## src/rtl/irqc_pkg.sv

```systemverilog
package irqc_pkg;

    localparam int N_SLOT    = 6;
    localparam int MASK_W    = N_SLOT - 2;
    localparam int IDX_W     = $clog2(N_SLOT);

    localparam int SLOT_EXT0 = 5;
    localparam int SLOT_RSV  = 4;
    localparam int SLOT_TMRA = 3;
    localparam int SLOT_TMRB = 2;
    localparam int SLOT_TICK = 1;
    localparam int SLOT_EXT1 = 0;

    typedef logic [N_SLOT-1:0] slot_vec_t;

    typedef struct packed {
        logic             hit;
        logic [IDX_W-1:0] idx;
    } pick_t;

    // Per-slot gate: enable combined with the slot's mask bit.
    function automatic slot_vec_t gate_map(input logic ei, input logic [MASK_W-1:0] m);
        slot_vec_t g;
        g            = '0;
        g[SLOT_EXT0] = ei;
        g[SLOT_RSV]  = 1'b0;
        g[SLOT_TMRA] = ei & m[3];
        g[SLOT_TMRB] = ei & m[2];
        g[SLOT_TICK] = ei & m[1];
        g[SLOT_EXT1] = ei & m[0];
        return g;
    endfunction

    // Entry address rises by two per priority step below the top slot.
    function automatic int unsigned entry_of(input logic [IDX_W-1:0] idx);
        return 2 * (N_SLOT - int'(idx));
    endfunction

endpackage

```

## src/rtl/irqc_latch_bank.sv

```systemverilog
module irqc_latch_bank
    import irqc_pkg::*;
(
    input  logic      clk,
    input  logic      rst,
    input  slot_vec_t req,
    input  slot_vec_t sw_clr,
    input  slot_vec_t ack_clr,
    output slot_vec_t lat
);

    for (genvar g = 0; g < N_SLOT; g++) begin : g_slot
        localparam logic SET_OK = (g != SLOT_RSV);

        always_ff @(posedge clk) begin
            if (rst)
                lat[g] <= 1'b0;
            else
                lat[g] <= (lat[g] & ~sw_clr[g] & ~ack_clr[g]) | (req[g] & SET_OK);
        end

        // A latch only rises after a hardware request on its slot.
        p_hw_set_only_r2: assert property (@(posedge clk) disable iff (rst)
            (lat[g] && !$past(lat[g])) |-> $past(req[g]));
    end

endmodule

```

## src/rtl/irqc_ctrl_regs.sv

```systemverilog
module irqc_ctrl_regs
    import irqc_pkg::*;
(
    input  logic              clk,
    input  logic              rst,
    input  logic              ei_set,
    input  logic              ei_clr,
    input  logic              ack_hit,
    input  logic              mask_we,
    input  logic [MASK_W-1:0] mask_wdata,
    output logic              ei,
    output logic [MASK_W-1:0] mask
);

    always_ff @(posedge clk) begin
        if (rst)
            ei <= 1'b0;
        else if (ack_hit)
            ei <= 1'b0;
        else if (ei_clr)
            ei <= 1'b0;
        else if (ei_set)
            ei <= 1'b1;
    end

    always_ff @(posedge clk) begin
        if (rst)
            mask <= '0;
        else if (mask_we)
            mask <= mask_wdata;
    end

    p_ack_drops_ei_r7: assert property (@(posedge clk) disable iff (rst)
        ack_hit |=> !ei);

    p_clr_beats_set_r9: assert property (@(posedge clk) disable iff (rst)
        (ei_clr && !ack_hit) |=> !ei);

endmodule

```

## src/rtl/irqc_prio_pick.sv

```systemverilog
module irqc_prio_pick
    import irqc_pkg::*;
(
    input  slot_vec_t elig,
    output pick_t     pick,
    output slot_vec_t sel
);

    always_comb begin
        pick = '0;
        for (int i = 0; i < N_SLOT; i++) begin
            if (elig[i]) begin
                pick.hit = 1'b1;
                pick.idx = IDX_W'(i);
            end
        end
    end

    always_comb begin
        sel = '0;
        if (pick.hit)
            sel[pick.idx] = 1'b1;
    end

endmodule

```

## src/rtl/irq_vector_ctrl.sv

```systemverilog
module irq_vector_ctrl
    import irqc_pkg::*;
#(
    parameter int ADDR_W = 12
) (
    input  logic              clk,
    input  logic              rst,
    input  logic [5:0]        src_req,
    input  logic              ei_set,
    input  logic              ei_clr,
    input  logic              mask_we,
    input  logic [3:0]        mask_wdata,
    input  logic              clr_we,
    input  logic [5:0]        clr_mask,
    input  logic              ack,
    output logic              irq,
    output logic [ADDR_W-1:0] vec
);

    slot_vec_t         lat;
    slot_vec_t         elig;
    slot_vec_t         sel;
    slot_vec_t         sw_clr;
    slot_vec_t         ack_clr;
    pick_t             pick;
    logic              ei;
    logic [MASK_W-1:0] mask;
    logic              ack_hit;

    assign ack_hit = ack & pick.hit;
    assign ack_clr = ack_hit ? sel : '0;
    assign sw_clr  = clr_we ? clr_mask : '0;

    irqc_latch_bank u_bank (
        .clk     (clk),
        .rst     (rst),
        .req     (src_req),
        .sw_clr  (sw_clr),
        .ack_clr (ack_clr),
        .lat     (lat)
    );

    irqc_ctrl_regs u_regs (
        .clk        (clk),
        .rst        (rst),
        .ei_set     (ei_set),
        .ei_clr     (ei_clr),
        .ack_hit    (ack_hit),
        .mask_we    (mask_we),
        .mask_wdata (mask_wdata),
        .ei         (ei),
        .mask       (mask)
    );

    assign elig = lat & gate_map(ei, mask);

    irqc_prio_pick u_pick (
        .elig (elig),
        .pick (pick),
        .sel  (sel)
    );

    assign irq = pick.hit;
    assign vec = pick.hit ? ADDR_W'(entry_of(pick.idx)) : '0;

    p_irq_needs_ei_r3: assert property (@(posedge clk) disable iff (rst)
        irq |-> ei);

    p_idle_vec_zero_r3: assert property (@(posedge clk) disable iff (rst)
        !irq |-> (vec == '0));

    p_ack_clears_served_r7: assert property (@(posedge clk) disable iff (rst)
        (ack && irq) |=> ((lat & $past(sel) & ~$past(src_req)) == '0));

endmodule

```

## config.mk

```make
export PLATFORM = sky130hd
export DESIGN_NAME = irq_vector_ctrl
export DESIGN_NICKNAME = d
export VERILOG_FILES = /design/src/rtl/irqc_pkg.sv /design/src/rtl/irqc_latch_bank.sv /design/src/rtl/irqc_ctrl_regs.sv /design/src/rtl/irqc_prio_pick.sv /design/src/rtl/irq_vector_ctrl.sv
export SDC_FILE = /design/constraint.sdc
export NUM_CORES = 1
export LEC_CHECK = 0
export ABC_CLOCK_PERIOD_IN_PS = 3900
export BUFFER_PORTS_ARGS = -buffer_cell sky130_fd_sc_hd__buf_2
export CORE_MARGIN = 1.5
export CORE_UTILIZATION = 47
export CTS_BUF_LIST = sky130_fd_sc_hd__clkbuf_16
export CTS_CLUSTER_DIAMETER = 100
export CTS_CLUSTER_SIZE = 16
export DETAILED_ROUTE_END_ITERATION = 8
export PLACE_DENSITY = 0.82
export SLEW_MARGIN = 40
export SYNTH_ARGS = -nofsm -noshare
export SYNTH_HDL_FRONTEND = slang
export SYNTH_HIERARCHICAL = 1
export SYNTH_SLANG_ARGS = --single-unit
```

## constraint.sdc

```tcl
create_clock -name clk -period 3.9 [get_ports clk]
set_input_delay 0.39 -clock clk [delete_from_list [all_inputs] [get_ports clk]]
set_output_delay 0.39 -clock clk [all_outputs]
set_load 0.01 [all_outputs]
```

==> metrics.txt <==
status finished, final reports clean; CP Launch Type register; port bufs 32; crit-path cells and2_1 > or4_4 > or3_1 > and2_4 > and3_1 > buf_2; GRT overflow 0; H-tree depth 1; worst reg-to-reg setup slack 1.55 ns; Crit Reg-Reg Endpoint u_bank/lat[3]; row count 13; Power per Cell Area 377 nW/um2; Reg2Reg Depth 6; buffers and inverters on the worst path 1; # diodes 0; CORE AREA 1320 um2; most frequent cells in the layout buf_2 (32), dfxtp_1 (10), nor2_1 (9); vias in the first global route 508; peak supply drop 0.000281 V; Final Slew Violations 0; Inst Count DP 123; arrival time at the worst endpoint 2.34 ns; largest net degree at the start of global routing 11; worst hold slack 0.322 ns; Pre-antenna DRT Iters 2; CTS max path bufs 2; Critical Path End Type primary output; Die Footprint ~1700 um2; Die Wd 40.7 um; final HPWL from detailed placement 982 um; Leakage 0.493 nW; Total Neg Setup Slack 0 ns; Req. time, crit path 3.51 ns; Syn Area/Cell 8.13 um2; critical path's largest stage delay 0.55 ns; Post-CTS Setup Repair Bufs 0; fmax between 0.3 and 0.4 GHz; Fin. Hold Viols 0; WL per Instance 10.0 um; final worst path period need between 2 and 3 ns; Boundary Pins 36; PostCTS Resize Cnt 0; fraction of layout cells with a size suffix above 1 between 30 and 40%; unrepaired setup endpoints after global routing no; Layout Cells excl Fill 126; P&R area growth vs syn 29.1%; Finished Cell Area around 860 um2; Placed Area 786 um2; min-delay src ei_clr; CTS Sinks 10; TritonCTS clock tree built; drt via density 4.88; vias 615; synthesized area approximately 670 um2; RR Startpoint u_regs/ei; all-layer global routing usage roughly a fifth; die height 40.7 um; Hold Path Depth 2; Setup CP Type reg2out; Final Setup Violations 0; final core utilization 65.3%; fin nets approximately 140; clock transition at the registers of the reported paths 0.04 ns; antenna violations before repair 0; yosys warns 6; Final GP Congestion 0.778; Synth Instances 82; DRT iter0 DRCs 9; Initial Util roughly 50%; clk_lat worst skew 0.23 ns; crit-path max FO 10; Routed Antenna Nets 0; Setup Skew 0.00175 ns; Hold Buf Count CTS 0; CP delay by family, top simple AND/OR/NAND/NOR gates; Residual DRC 0; final worst path period share 69.9%; first-pass GRT wire length 2.13 mm; most common cell after layout, fill and taps aside buf_2; Hold WC Path Type in2reg; DRT Wirelength 1.27 mm; Inserted Clock Buffers 3; Worst Hold End u_regs/ei; Clock Tree Root clkbuf_16; Crit-path slowest cell or4_4; Max-Cap Viols 0
worst max-delay path by stage:
stage               startpoint  cells after the start  slack, ns  endpoint
floorplan            u_regs/ei                      6       1.43   vec[10]
global placement     u_regs/ei                      6       1.45   vec[10]
detailed placement   u_regs/ei                      6       1.43    vec[9]
CTS                  u_regs/ei                      6       1.17    vec[9]
global route         u_regs/ei                      6       1.03    vec[9]
finish               u_regs/ei                      6       1.17    vec[5]
registers in the layout, summed over array words and instances (netlist names):
| name | cells |
|---|---|
| u_bank/lat | 5 |
| u_regs/ei | 1 |
| u_regs/mask | 4 |
report_power, final:
group	switching (mW)	internal, mW	leakage (nW)	total [mW]
registers	0.00317	0.109	0.0831	0.113
clock network	0.0426	0.132	0.0370	0.175
logic	0.0171	0.0202	0.373	0.0373
total	0.0628	0.262	0.493	0.325
routing by layer:
metal / part of all wire [%] / vias to the layer above / track usage, % / wire [um]
li1: - / 319 / - / -
met1: 45 / 269 / 24.7 / 567
met2: 48 / 25 / 31.0 / 602
met3: 6.4 / 2 / 4.89 / 81
met4: 1.0 / 0 / 10.0 / 13
met5: 0 / - / 0 / 0
cell type report:
class	instances	area, um2
fillers	130	457
well taps	15	18.8
clock buffers	3	75.1
multi-input cells	58	377
flip-flops and latches	10	200
repair buffers	32	160
inverters	8	30.0
metrics by stage:
step | setup WS (ns) | power, mW
floorplan | 1.43 | 0.135
global placement | 1.45 | 0.150
detailed placement | 1.43 | 0.151
CTS | 1.17 | 0.329
global route | 1.03 | 0.340
finish | 1.17 | 0.325
(Power assumes the default switching activity.)
